==> src/rtl/npc_pkg.sv <==
package npc_pkg;
   typedef enum logic [1:0] {
      FLOW_SEQ   = 2'b00,
      FLOW_BRZ   = 2'b01,
      FLOW_JREG  = 2'b10,
      FLOW_JLINK = 2'b11
   } flow_e;
endpackage

==> src/rtl/npc_operand.sv <==
module npc_operand #(
   parameter int XLEN          = 32,
   parameter int IMM_W         = 16,
   parameter int REG_W         = 5,
   parameter bit ZERO_REG_HARD = 1'b1
) (
   input  logic [IMM_W-1:0] imm_i,
   input  logic [REG_W-1:0] idx_i,
   input  logic [XLEN-1:0]  val_i,
   output logic [XLEN-1:0]  src_o,
   output logic [XLEN-1:0]  imm_ext_o
);
   localparam int EXT_W = XLEN - IMM_W;

   assign imm_ext_o = {{EXT_W{imm_i[IMM_W-1]}}, imm_i};

   generate
      if (ZERO_REG_HARD) begin : g_zero_hard
         assign src_o = (idx_i == '0) ? '0 : val_i;
      end else begin : g_zero_soft
         assign src_o = val_i;
      end
   endgenerate

   // register 0 never yields a non-zero operand
   always_comb begin
      if (ZERO_REG_HARD && idx_i == '0)
         a_r6_zero_reg: assert (src_o == '0 || $isunknown(idx_i));
   end
endmodule

==> src/rtl/npc_adder.sv <==
module npc_adder #(
   parameter int XLEN       = 32,
   parameter int INSN_BYTES = 4
) (
   input  logic [XLEN-1:0] pc_i,
   input  logic [XLEN-1:0] off_i,
   output logic [XLEN-1:0] seq_o,
   output logic [XLEN-1:0] br_o
);
   // both sums truncate to XLEN bits: modulo-2^XLEN wrap
   assign seq_o = pc_i + XLEN'(INSN_BYTES);
   assign br_o  = seq_o + off_i;
endmodule

==> src/rtl/npc_select.sv <==
module npc_select
   import npc_pkg::*;
#(
   parameter int XLEN = 32
) (
   input  flow_e           flow_i,
   input  logic [XLEN-1:0] src_i,
   input  logic [XLEN-1:0] seq_i,
   input  logic [XLEN-1:0] br_i,
   output logic [XLEN-1:0] npc_o,
   output logic            taken_o,
   output logic            link_o
);
   logic src_zero;
   assign src_zero = (src_i == '0);

   always_comb begin
      npc_o   = seq_i;
      taken_o = 1'b0;
      link_o  = 1'b0;
      unique case (flow_i)
         FLOW_SEQ: ;
         FLOW_BRZ: begin
            if (src_zero) begin
               npc_o   = br_i;
               taken_o = 1'b1;
            end
         end
         FLOW_JREG: begin
            npc_o   = src_i;
            taken_o = 1'b1;
         end
         FLOW_JLINK: begin
            npc_o   = src_i;
            taken_o = 1'b1;
            link_o  = 1'b1;
         end
         default: ;
      endcase
   end
endmodule

==> src/rtl/npc_unit.sv <==
module npc_unit
   import npc_pkg::*;
#(
   parameter int XLEN          = 32,
   parameter int IMM_W         = 16,
   parameter int REG_W         = 5,
   parameter int LINK_REG      = 31,
   parameter int INSN_BYTES    = 4,
   parameter bit ZERO_REG_HARD = 1'b1
) (
   input  logic             clk,
   input  logic             rst,
   input  logic             advance_i,
   input  logic [1:0]       flow_i,
   input  logic [IMM_W-1:0] imm_i,
   input  logic [REG_W-1:0] rs1_idx_i,
   input  logic [XLEN-1:0]  rs1_val_i,
   output logic [XLEN-1:0]  pc_o,
   output logic [XLEN-1:0]  npc_o,
   output logic             taken_o,
   output logic             link_we_o,
   output logic [REG_W-1:0] link_idx_o,
   output logic [XLEN-1:0]  link_data_o
);
   localparam int NREGS = 1 << REG_W;

   generate
      if (IMM_W < 2 || IMM_W > XLEN) begin : g_bad_imm
         $error("npc_unit: IMM_W must lie in 2..XLEN");
      end
      if (LINK_REG < 1 || LINK_REG >= NREGS) begin : g_bad_link
         $error("npc_unit: LINK_REG outside register file");
      end
      if (INSN_BYTES < 1) begin : g_bad_step
         $error("npc_unit: INSN_BYTES must be positive");
      end
   endgenerate

   flow_e           flow;
   logic [XLEN-1:0] src_val, imm_ext, seq_pc, br_pc, nxt;
   logic            link_req, tk;
   logic [XLEN-1:0] pc_q;

   assign flow = flow_e'(flow_i);

   npc_operand #(.XLEN(XLEN), .IMM_W(IMM_W), .REG_W(REG_W),
                 .ZERO_REG_HARD(ZERO_REG_HARD)) u_operand (
      .imm_i(imm_i), .idx_i(rs1_idx_i), .val_i(rs1_val_i),
      .src_o(src_val), .imm_ext_o(imm_ext));

   npc_adder #(.XLEN(XLEN), .INSN_BYTES(INSN_BYTES)) u_adder (
      .pc_i(pc_q), .off_i(imm_ext), .seq_o(seq_pc), .br_o(br_pc));

   npc_select #(.XLEN(XLEN)) u_select (
      .flow_i(flow), .src_i(src_val), .seq_i(seq_pc), .br_i(br_pc),
      .npc_o(nxt), .taken_o(tk), .link_o(link_req));

   always_ff @(posedge clk) begin
      if (rst)            pc_q <= '0;
      else if (advance_i) pc_q <= nxt;
   end

   assign pc_o        = pc_q;
   assign npc_o       = nxt;
   assign taken_o     = tk;
   assign link_we_o   = link_req & advance_i;
   assign link_idx_o  = REG_W'(LINK_REG);
   assign link_data_o = seq_pc;

   a_r7_reset_pc: assert property (@(posedge clk) rst |=> pc_q == '0);

   a_r8_hold: assert property (@(posedge clk) disable iff (rst)
      !advance_i |=> $stable(pc_q));

   a_r8_load: assert property (@(posedge clk) disable iff (rst)
      advance_i |=> pc_q == $past(nxt));

   a_r1_seq_quiet: assert property (@(posedge clk) disable iff (rst)
      flow == FLOW_SEQ |-> !tk && !link_we_o);

   a_r3_not_taken: assert property (@(posedge clk) disable iff (rst)
      (flow == FLOW_BRZ && src_val != '0) |-> !tk && nxt == seq_pc);

   a_r4_jump_target: assert property (@(posedge clk) disable iff (rst)
      (flow == FLOW_JREG || flow == FLOW_JLINK) |-> tk && nxt == src_val);

   a_r5_link_edge: assert property (@(posedge clk) disable iff (rst)
      link_we_o |=> pc_q == $past(src_val) && $past(link_data_o) == $past(pc_q) + XLEN'(INSN_BYTES));
endmodule

==> config.mk <==
export PLATFORM = sky130hd
export DESIGN_NAME = npc_unit
export DESIGN_NICKNAME = d
export VERILOG_FILES = /design/src/rtl/npc_pkg.sv /design/src/rtl/npc_operand.sv /design/src/rtl/npc_adder.sv /design/src/rtl/npc_select.sv /design/src/rtl/npc_unit.sv
export SDC_FILE = /design/constraint.sdc
export NUM_CORES = 1
export LEC_CHECK = 0
export BUFFER_PORTS_ARGS = -buffer_cell sky130_fd_sc_hd__buf_4
export CAP_MARGIN = 20
export CORE_MARGIN = 2
export CORE_UTILIZATION = 45
export CTS_CLUSTER_DIAMETER = 40
export DETAILED_ROUTE_END_ITERATION = 7
export PLACE_DENSITY = 0.75
export SYNTH_ARGS = -nofsm -noshare
export SYNTH_HDL_FRONTEND = slang
export SYNTH_SLANG_ARGS = --single-unit
==> constraint.sdc <==
create_clock -name clk -period 6 [get_ports clk]
set_clock_uncertainty 0.1 [all_clocks]
set_input_delay 0.3 -clock clk [delete_from_list [all_inputs] [get_ports clk]]
set_output_delay 0.3 -clock clk [all_outputs]
set_load 0.05 [all_outputs]
==> reports/metrics.csv, run 1 <==
stage,metric,value,unit
clock_network,root_buffer,clkbuf_8,
clock_network,cts_hold_buf,0,
setup_path,rr_endpoint,pc_o[31]$_SDFFE_PP0P_,
power_and_ir_drop,power_leakage,2.82,nW
finish,final_core_util,59.3,%
floorplan,ios,161,
finish,layout-drive-gt1-share,24.6,%
clock_network,numCtsBuffers,5,
power_and_ir_drop,total_power,1.06,mW
floorplan,die_y,103,µm
synth,synth_top_area_cell,dfxtp_1,
timing,rsz0062_at_grt,false,
synth,syn_area,4450,µm²
grt,grt_busiest_layer,met2,
finish,syn_to_final_growth,29.1,%
finish,fin_cells,888,
finish,final_cell_mix,"158 x buf_4, 67 x nor2_1, 62 x nand2_1, 39 x a21oi_1, 39 x ha_1",
grt,grt_util_met1,46.9,%
floorplan,die_x,103,µm
setup_path,reg2reg_slack,1.49,ns
floorplan,initial_core_util,46.0,%
clock_network,path_clk_slew,0.09,ns
hold_path,hold-path-endpoint,pc_o[12]$_SDFFE_PP0P_,
clock_network,clk_latency,0.30,ns
grt,grt_first_pass_wirelength,27100,µm
drt,drc,0,
hold_path,min_path_cells,3,
setup_path,crit_path_end_kind,output pin,
drt,postRouteAntennaNets,0,
setup_path,cpPeakStageDelay,0.47,ns
synth,yosysWarnings,0,
grt,grtUsageMet2,53.7,%
finish,mostFrequentLayoutCell,buf_4,
synth,synthFlopType,dfxtp_1,
timing,timing_hold_violations_final,0,
synth,yosysSeqAreaShare,14.4,%
timing,period_needed,5.17,ns
setup_path,cp-start-kind,flip-flop,
setup_path,required,5.60,ns
finish,seq_area,641,µm²
timing,worst_pin_slew,0.891,ns
drt,viasPerCell,6.12,
finish,n_fill_cell,936,
synth,avgSynthCellArea,7.16,µm²
timing,finalSetupTns,0,ns
finish,largest_reg_flops,32,
place,place.gp.congestion,0.980,
synth,netlist_top_cells_area,"dfxtp_1 14%, ha_1 11%, xnor2_1 5.9%, nor2_1 5.7%, nand2_1 5.2%",
floorplan,rows,36,
timing,relSlewSlack,40.4,%
setup_path,r2r_cells,15,
grt,track_usage,33.0,%
synth,ys_types,67,
drt,drt_iter0_markers,397,
setup_path,arrival,4.77,ns
setup_path,worst-setup-path-type,reg2out,
finish,multi_input_area,3590,µm²
hold_path,min_path_type,in2reg,
grt,grt_max_degree,45,
power_and_ir_drop,p_per_area,184,nW/µm²
setup_path,worstPathCellList,nand4_2 -> or3_1 -> nor2_1 -> and4_1 -> xor2_1 -> ha_1 -> nand4_1 -> nor3_1 -> a22oi_1 -> and3_1 -> a221oi_1 -> o221ai_1 -> mux4_2 -> a211oi_2 -> buf_4,
drt,dr.pass1.iters,7,
timing,report.final.slew_viol_count,0,
finish,diodes,0,
finish,layout.nets,852,
floorplan,core-area,9680,µm²
clock_network,cts_sinks,32,
setup_path,cp_max_fo,8,
synth,async_reset_ff_share,0,%
synth,synth_top_area_share,14.4,%
setup_path,r2r_start,pc_o[4]$_SDFFE_PP0P_,
drt,wl_per_cell,20.3,µm
place,hpwl,14000,µm
clock_network,cts-resized-gates,0,
synth,syn_inst,622,
synth,synth.ff_latch_count,32,
grt,antenna_found_initial,0,
drt,wl,18000,µm
timing,max_freq,193,MHz
setup_path,cp_slowest_cell,dfxtp_1,
timing,setup_viol,0,
hold_path,worstHoldStart,rs1_val_i[12],
grt,use_met3,3.02,%
drt,via_count,5437,
floorplan,dieArea,10700,µm²
grt,overflow,0,
place,placed_cells,880,
place,portBuffers,155,
clock_network,clk_path_buf_depth,2,
clock_network,htreeDepth,2,
run,maxCapViolations,0,
synth,synth_edf_count,0,
timing,hold_ws,0.216,ns
status,status,"finished, final reports clean",
clock_network,cts_tree,yes,
power_and_ir_drop,ir_worst_vdd,104,µV
grt,grt_pass1_vias,5005,
timing,fin_crit_sh,86.2,%
clock_network,cts_setup_buffers,0,
critical path: cells and delay by family, from the launching register on:
family,cells,cell delay [ns]
and+or+nand+nor,7,1.73
AOI/OAI and AO/OA,4,1.06
DFF,1,0.47
muxes,1,0.34
adders and majority gates,1,0.32
xor gates and xnor gates,1,0.30
buffers and inverters,1,0.24
logic make-up (layout without fill, tap and decap cells):
kind of cell,after synthesis,count (layout),share of synthesized area (%)
xor+xnor,43,43,8.46
flops,32,32,14.4
other cells,1,5,0.0843
compound gates,179,179,27.2
fa+ha+maj,40,40,11.4
buf+inv,56,185,5.37
simple gates,256,256,29.4
mux,15,15,3.65
how the worst max path moves through the flow:
| stage | endpoint | slack [ns] | cells after the start | start |
|---|---|---|---|---|
| 5_1_grt | npc_o[31] | 0.48 | 15 | pc_o[2]$_SDFFE_PP0P_ |
| 4_1_cts | npc_o[31] | 0.87 | 15 | pc_o[4]$_SDFFE_PP0P_ |
| 3_3_place_gp | npc_o[31] | 1.26 | 15 | pc_o[4]$_SDFFE_PP0P_ |
| 3_5_place_dp | npc_o[31] | 1.24 | 15 | pc_o[4]$_SDFFE_PP0P_ |
| 2_1_floorplan | npc_o[31] | 0.34 | 14 | pc_o[4]$_SDFFE_PP0P_ |
| 6_report | npc_o[31] | 0.83 | 15 | pc_o[4]$_SDFFE_PP0P_ |
metal layers:
metal,wire (µm),vias to the layer above
met1,7860,2567
met2,8360,290
met5,0,-
met3,1450,31
li1,-,2549
met4,373,0
synthesized netlist by cell type, drive strengths merged, types with 18 or more instances:
master	n
nor3	18
a21oi	40
o21ai	38
dfxtp	32
nand2	62
nand4	20
ha	39
clkbuf	26
a21o	19
xnor2	30
nand3	20
nor2	68
metrics by stage:
stage | instance area (µm²) | worst slack (ns)
global placement | 5650 | 1.26
global route | 5750 | 0.483
finish | 5750 | 0.831
CTS | 5750 | 0.868
detailed placement | 5650 | 1.24
floorplan | 4470 | 0.338
report_power, final:
group / switching [mW] / internal, mW
registers: 0.0251 / 0.227
clock network: 0.107 / 0.0824
logic: 0.409 / 0.205
final cells by class:
| type | count | share of cell area (%) |
|---|---|---|
| repair buffers | 158 | 20.6 |
| multi-input cells | 538 | 62.5 |
| well taps | 133 | 2.90 |
| clock inverters | 3 | 0.414 |
| clock buffers | 5 | 1.20 |
| inverters | 19 | 1.24 |
| flip-flops and latches | 32 | 11.1 |
(Power assumes the default switching activity.)
==> inputs of run 2 (changes only) <==
--- a/config.mk
+++ b/config.mk
@@ -7,6 +7,7 @@
 export LEC_CHECK = 0
 export BUFFER_PORTS_ARGS = -buffer_cell sky130_fd_sc_hd__buf_4
 export CAP_MARGIN = 20
+export CORE_ASPECT_RATIO = 1.5
 export CORE_MARGIN = 2
 export CORE_UTILIZATION = 45
 export CTS_CLUSTER_DIAMETER = 40
==> run 2 against run 1 <==
Compared with the run above: design area rose by 0.54%; non-clock buffer count did not move; maximum frequency fell by 2.2%; critical path type unchanged; global-route usage rose by 0.57 points; total power is 7.7% higher; cell count fell by 2.0%; setup slack worse by 0.12 ns; die area up 0.15%.
==> reports/metrics.csv, run 2 (same netlist as run 1, synthesis figures left out) <==
stage,metric,value,unit,change
timing,rsz0062_at_grt,false,,
grt,grt_pass1_vias,5451,,+8.9%
timing,timing_hold_violations_final,0,,unchanged
run,maxCapViolations,0,,unchanged
finish,largest_reg_flops,32,,unchanged
timing,timing.final.ws_setup,0.713,ns,-0.118 ns
timing,setup_viol,0,,unchanged
status,status,"finished, final reports clean",,
place,placed_cells,862,,-2.0%
timing,hold_ws,0.235,ns,+0.0195 ns
place,portBuffers,155,,unchanged
grt,track_usage,33.6,%,+0.57 points
place,hpwl,14500,µm,+3.3%
floorplan,dieArea,10700,µm²,+0.15%
power_and_ir_drop,power_frac_seq,22.1,%,-1.8 points
drt,viasPerCell,6.33,,+3.4%
finish,final_core_util,60.0,%,+0.63 points
clock_network,clk_path_buf_depth,2,,unchanged
setup_path,required,5.60,ns,about the same
grt,grt_max_degree,45,,unchanged
power_and_ir_drop,pwr-share-comb,54.8,%,-3.4 points
floorplan,rows,44,,+22%
floorplan,ios,161,,unchanged
clock_network,htreeDepth,2,,unchanged
timing,fin_crit_sh,88.1,%,+2.0 points
power_and_ir_drop,clkPwrFrac,23.1,%,+5.2 points
drt,wl,18600,µm,+3.2%
clock_network,root_buffer,clkbuf_16,,
hold_path,min_path_type,in2reg,,
clock_network,numCtsBuffers,5,,unchanged
clock_network,clk_latency,0.28,ns,-0.02 ns
setup_path,crit_family,simple AND/OR/NAND/NOR gates,,
timing,period_needed,5.29,ns,+0.118 ns
timing,finalSetupTns,0,ns,unchanged
timing,relSlewSlack,36.6,%,-3.8 points
clock_network,cts_setup_buffers,0,,unchanged
finish,layout-drive-gt1-share,24.4,%,-0.26 points
timing,worst_pin_slew,0.949,ns,+0.0575 ns
finish,mostFrequentLayoutCell,buf_4,,
power_and_ir_drop,intPower,0.599,mW,+16%
clock_network,path_clk_slew,0.05,ns,-0.04 ns
drt,wl_per_cell,21.4,µm,+5.4%
setup_path,arrival,4.89,ns,+0.12 ns
finish,diodes,0,,unchanged
power_and_ir_drop,ir_worst_vdd,153,µV,+47%
clock_network,cts_hold_buf,0,,unchanged
drt,dr.pass1.iters,5,,-2
setup_path,worstPathCellList,nand4_2 -> or3_1 -> nor2_1 -> and4_1 -> xor2_1 -> ha_1 -> nand4_1 -> nor3_1 -> a22oi_1 -> and3_1 -> a221oi_1 -> o221ai_1 -> mux4_2 -> a211oi_2 -> buf_4,,
finish,final_cell_mix,"158 x buf_4, 67 x nor2_1, 62 x nand2_1, 39 x a21oi_1, 39 x ha_1",,
setup_path,critPathBufInv,1,,unchanged
floorplan,die_y,126,µm,+22%
setup_path,cp_slowest_cell,a221oi_1,,
clock_network,cts-resized-gates,0,,unchanged
drt,postRouteAntennaNets,0,,unchanged
place,pre_cts_slack,1.06,ns,-0.176 ns
floorplan,core-area,9630,µm²,-0.52%
finish,fin_cells,870,,-2.0%
grt,grt_first_pass_wirelength,28400,µm,+4.6%
drt,via_count,5506,,+1.3%
power_and_ir_drop,power_leakage,2.85,nW,+1.1%
timing,report.final.slew_viol_count,0,,unchanged
clock_network,cts_sinks,32,,unchanged
finish,syn_to_final_growth,29.8,%,
drt,drc,0,,unchanged
clock_network,cts_tree,yes,,
floorplan,die_x,85.2,µm,-18%
drt,drt_iter0_markers,381,,-4.0%
setup_path,cpPeakStageDelay,0.54,ns,+0.07 ns
grt,overflow,0,,unchanged
setup_path,cp_max_fo,8,,unchanged
finish,layout.nets,852,,unchanged
setup_path,worst-setup-path-type,reg2out,,
setup_path,crit_path_end_kind,output pin,,
place,place.gp.congestion,0.993,,+1.4%
floorplan,initial_core_util,46.2,%,+0.24 points
setup_path,cp-start-kind,flip-flop,,
power_and_ir_drop,p_per_area,197,nW/µm²,+7.2%
power_and_ir_drop,p_sw,0.539,mW,-0.38%
power_and_ir_drop,switching_share,47.4,%,-3.9 points
grt,antenna_found_initial,0,,unchanged
timing,max_freq,189,MHz,-2.2%
[run 2: cell types whose count changed in the layout (fill, tap and decap cells not counted), sizes merged]
cell | previous run | this run
clkinv | 3 | 2
clkbuf | 5 | 8
clkinvlp | 2 | 0
[run 2: power groups by stage]
stage / Sequential (mW) / Combinational [mW] / Clock [mW]
floorplan: 0.301 / 0.377 / 0
global placement: 0.254 / 0.609 / 0
detailed placement: 0.256 / 0.612 / 0
CTS: 0.251 / 0.616 / 0.265
global route: 0.254 / 0.658 / 0.275
finish: 0.252 / 0.623 / 0.263
[run 2: layer usage]
layer | vias up | global-route usage (%) | share of wire (%)
li1 | 2557 | - | -
met1 | 2554 | 36.3 | 35
met2 | 325 | 59.6 | 51
met3 | 70 | 5.50 | 7.6
met4 | 0 | 21.2 | 6.1
met5 | - | 0 | 0
[run 2: path summary, 6_finish.rpt]
check	start	to	slack (ns)	cells after the start
setup / recovery	pc_o[4]$_SDFFE_PP0P_	npc_o[31]	0.71	15
setup reg to reg	pc_o[4]$_SDFFE_PP0P_	pc_o[31]$_SDFFE_PP0P_	1.35	15
hold / removal	rs1_val_i[29]	pc_o[29]$_SDFFE_PP0P_	0.24	4
hold reg to reg	pc_o[9]$_SDFFE_PP0P_	pc_o[9]$_SDFFE_PP0P_	0.44	2
[run 2: area by class of cell]
cell class | instances | area, µm²
clock buffer | 8 | 146
fill | 942 | 3860
inverter | 19 | 71.3
multi-input combinational | 538 | 3590
sequential | 32 | 641
tap | 115 | 144
timing repair buffer | 158 | 1190
[run 2: through the flow]
| step | total power [mW] | instance area (µm²) |
|---|---|---|
| 2_1_floorplan | 0.678 | 4470 |
| 3_3_place_gp | 0.864 | 5630 |
| 3_5_place_dp | 0.868 | 5630 |
| 4_1_cts | 1.13 | 5780 |
| 5_1_grt | 1.19 | 5780 |
| 6_report | 1.14 | 5780 |
[run 2: tightest hold or removal path: cells and delay by family]
kind | cells | cell delay, ns
and+or+nand+nor | 2 | 0.10
AOI/OAI and AO/OA | 1 | 0.10
buffers and inverters | 1 | 0.09
==> inputs of run 3 (changes only) <==
--- a/config.mk
+++ b/config.mk
@@ -7,7 +7,7 @@
 export LEC_CHECK = 0
 export BUFFER_PORTS_ARGS = -buffer_cell sky130_fd_sc_hd__buf_4
 export CAP_MARGIN = 20
-export CORE_ASPECT_RATIO = 1.5
+export CORE_ASPECT_RATIO = 1.1
 export CORE_MARGIN = 2
 export CORE_UTILIZATION = 45
 export CTS_CLUSTER_DIAMETER = 40
==> run 3 against run 2 <==
Compared with the run above: global-route usage about the same; clock-buffer cell count decreased by 2; die area decreased by 0.15%; cell count increased by 0.57%; first-iteration DRC count increased by 9.7%; total power decreased by 6.1%; worst hold slack got worse by 0.013 ns; combinational power about the same; largest power group unchanged; utilization decreased by 1.2 points; flip-flop and latch count unchanged; register-to-register slack improved by 0.13 ns; sequential share of layout area increased by 0.092 points.
==> reports/metrics.csv, run 3 (same netlist as run 1, synthesis figures left out) <==
stage,metric,value,unit,change
status,status,"finished, final reports clean",,
grt,antenna_found_initial,0,,unchanged
clock_network,path_clk_slew,0.08,ns,+0.03 ns
place,portBuffers,155,,unchanged
clock_network,cts-resized-gates,0,,unchanged
setup_path,r2r_start,pc_o[4]$_SDFFE_PP0P_,,
clock_network,numCtsBuffers,5,,unchanged
setup_path,r2r_cells,15,,unchanged
timing,report.final.slew_viol_count,0,,unchanged
finish,layout.nets,852,,unchanged
floorplan,initial_core_util,45.7,%,-0.53 points
setup_path,cp_max_fo,8,,unchanged
hold_path,min_path_type,in2reg,,
drt,via_count,5484,,-0.40%
clock_network,cts_tree,yes,,
timing,finalSetupTns,0,ns,unchanged
floorplan,dieArea,10700,µm²,-0.15%
finish,mostFrequentLayoutCell,buf_4,,
power_and_ir_drop,p_per_area,186,nW/µm²,-5.3%
drt,postRouteAntennaNets,0,,unchanged
setup_path,crit_path_end_kind,output pin,,
clock_network,clk_path_buf_depth,2,,unchanged
finish,syn_to_final_growth,28.8,%,
floorplan,die_x,98.8,µm,+16%
clock_network,cts_setup_buffers,0,,unchanged
setup_path,reg2reg_slack,1.48,ns,+0.13 ns
timing,worst_pin_slew,0.923,ns,-0.0260 ns
finish,final_core_util,58.8,%,-1.2 points
timing,relSlewSlack,38.3,%,+1.7 points
drt,dr.pass1.iters,4,,-1
hold_path,hold-path-endpoint,pc_o[12]$_SDFFE_PP0P_,,
timing,period_needed,5.17,ns,-0.113 ns
clock_network,cts_sinks,32,,unchanged
timing,max_freq,193,MHz,+2.2%
floorplan,ios,161,,unchanged
floorplan,core-area,9750,µm²,+1.2%
run,maxCapViolations,0,,unchanged
setup_path,rr_endpoint,pc_o[31]$_SDFFE_PP0P_,,
setup_path,required,5.60,ns,about the same
clock_network,cts_hold_buf,0,,unchanged
floorplan,rows,38,,-14%
timing,fin_crit_sh,86.2,%,-1.9 points
floorplan,die_y,108,µm,-14%
hold_path,min_path_cells,3,,-1
power_and_ir_drop,ir_worst_vdd,90.8,µV,-41%
finish,final_cell_mix,"158 x buf_4, 67 x nor2_1, 62 x nand2_1, 39 x a21oi_1, 39 x ha_1",,
drt,wl,18700,µm,+0.37%
finish,layout-drive-gt1-share,24.6,%,+0.26 points
setup_path,arrival,4.77,ns,-0.12 ns
grt,grt_max_degree,45,,unchanged
setup_path,worst-setup-path-type,reg2out,,
drt,drc,0,,unchanged
grt,track_usage,33.6,%,-0.047 points
clock_network,htreeDepth,2,,unchanged
finish,n_fill_cell,976,,+3.6%
timing,rsz0062_at_grt,false,,
timing,setup_viol,0,,unchanged
grt,grt_first_pass_wirelength,28200,µm,-0.87%
drt,viasPerCell,6.27,,-0.97%
drt,drt_iter0_markers,418,,+9.7%
finish,diodes,0,,unchanged
grt,overflow,0,,unchanged
place,place.gp.congestion,0.966,,-2.7%
grt,grt_pass1_vias,5311,,-2.6%
timing,timing_hold_violations_final,0,,unchanged
finish,largest_reg_flops,32,,unchanged
setup_path,cp-start-kind,flip-flop,,
power_and_ir_drop,power_leakage,2.83,nW,-0.71%
place,hpwl,14500,µm,about the same
clock_network,root_buffer,clkbuf_8,,
clock_network,clk_latency,0.31,ns,+0.03 ns
hold_path,worstHoldStart,rs1_val_i[12],,
drt,wl_per_cell,21.4,µm,-0.20%
[run 3: cell count changes in the layout (fill, tap and decap cells not counted), sizes merged]
cell    before  now
clkbuf       8    6
clkinv       2    4
[run 3: final cells by class]
| cell class | count | area, µm² | share of cell area [%] |
|---|---|---|---|
| Clock buffer | 6 | 82.6 | 1.44 |
| Clock inverter | 2 | 10.0 | 0.175 |
| Inverter | 19 | 71.3 | 1.24 |
| Multi-Input combinational cell | 538 | 3590 | 62.6 |
| Sequential cell | 32 | 641 | 11.2 |
| Tap cell | 120 | 150 | 2.62 |
| Timing Repair Buffer | 158 | 1190 | 20.7 |
[run 3: power breakdown]
part,switching [mW],total (mW),internal [mW]
registers,0.0258,0.253,0.227
logic,0.415,0.621,0.206
clock network,0.103,0.195,0.0919
[run 3: per-layer routing]
layer | track usage (%) | vias up | part of all wire (%)
li1 | - | 2551 | -
met1 | 40.8 | 2586 | 39
met2 | 58.3 | 299 | 49
met3 | 7.50 | 48 | 9.4
met4 | 11.5 | 0 | 3.0
met5 | 0 | - | 0
[run 3: worst max-delay path, cell delays in order, from the launching register on]
cell,delay [ns]
dfxtp_1,0.49
nand4_2,0.19
or3_1,0.45
nor2_1,0.20
and4_1,0.23
xor2_1,0.31
ha_1,0.33
nand4_1,0.24
nor3_1,0.21
a22oi_1,0.12
and3_1,0.19
a221oi_1,0.45
o221ai_1,0.25
mux4_2,0.33
a211oi_2,0.23
buf_4,0.23
[run 3: worst max path at each step]
stage                              start         to  depth (start not counted)  slack (ns)
global placement    pc_o[4]$_SDFFE_PP0P_  npc_o[31]                         15        1.35
detailed placement  pc_o[4]$_SDFFE_PP0P_  npc_o[31]                         15        1.21
CTS                 pc_o[4]$_SDFFE_PP0P_  npc_o[31]                         15        0.87
global route        pc_o[4]$_SDFFE_PP0P_  npc_o[31]                         15        0.48
floorplan           pc_o[4]$_SDFFE_PP0P_  npc_o[31]                         14        0.34
finish              pc_o[4]$_SDFFE_PP0P_  npc_o[31]                         15        0.83
[run 3: through the flow]
stage | std cells | power (mW) | hold slack [ns] | instance area [µm²] | setup slack (ns)
4_1_cts | 875 | 1.06 | 0.225 | 5730 | 0.873
6_report | 875 | 1.07 | 0.223 | 5730 | 0.826
3_5_place_dp | 867 | 0.869 | 0.427 | 5640 | 1.21
3_3_place_gp | 867 | 0.864 | 0.418 | 5640 | 1.35
5_1_grt | 875 | 1.11 | 0.237 | 5730 | 0.482
2_1_floorplan | 626 | 0.678 | 0.381 | 4470 | 0.338
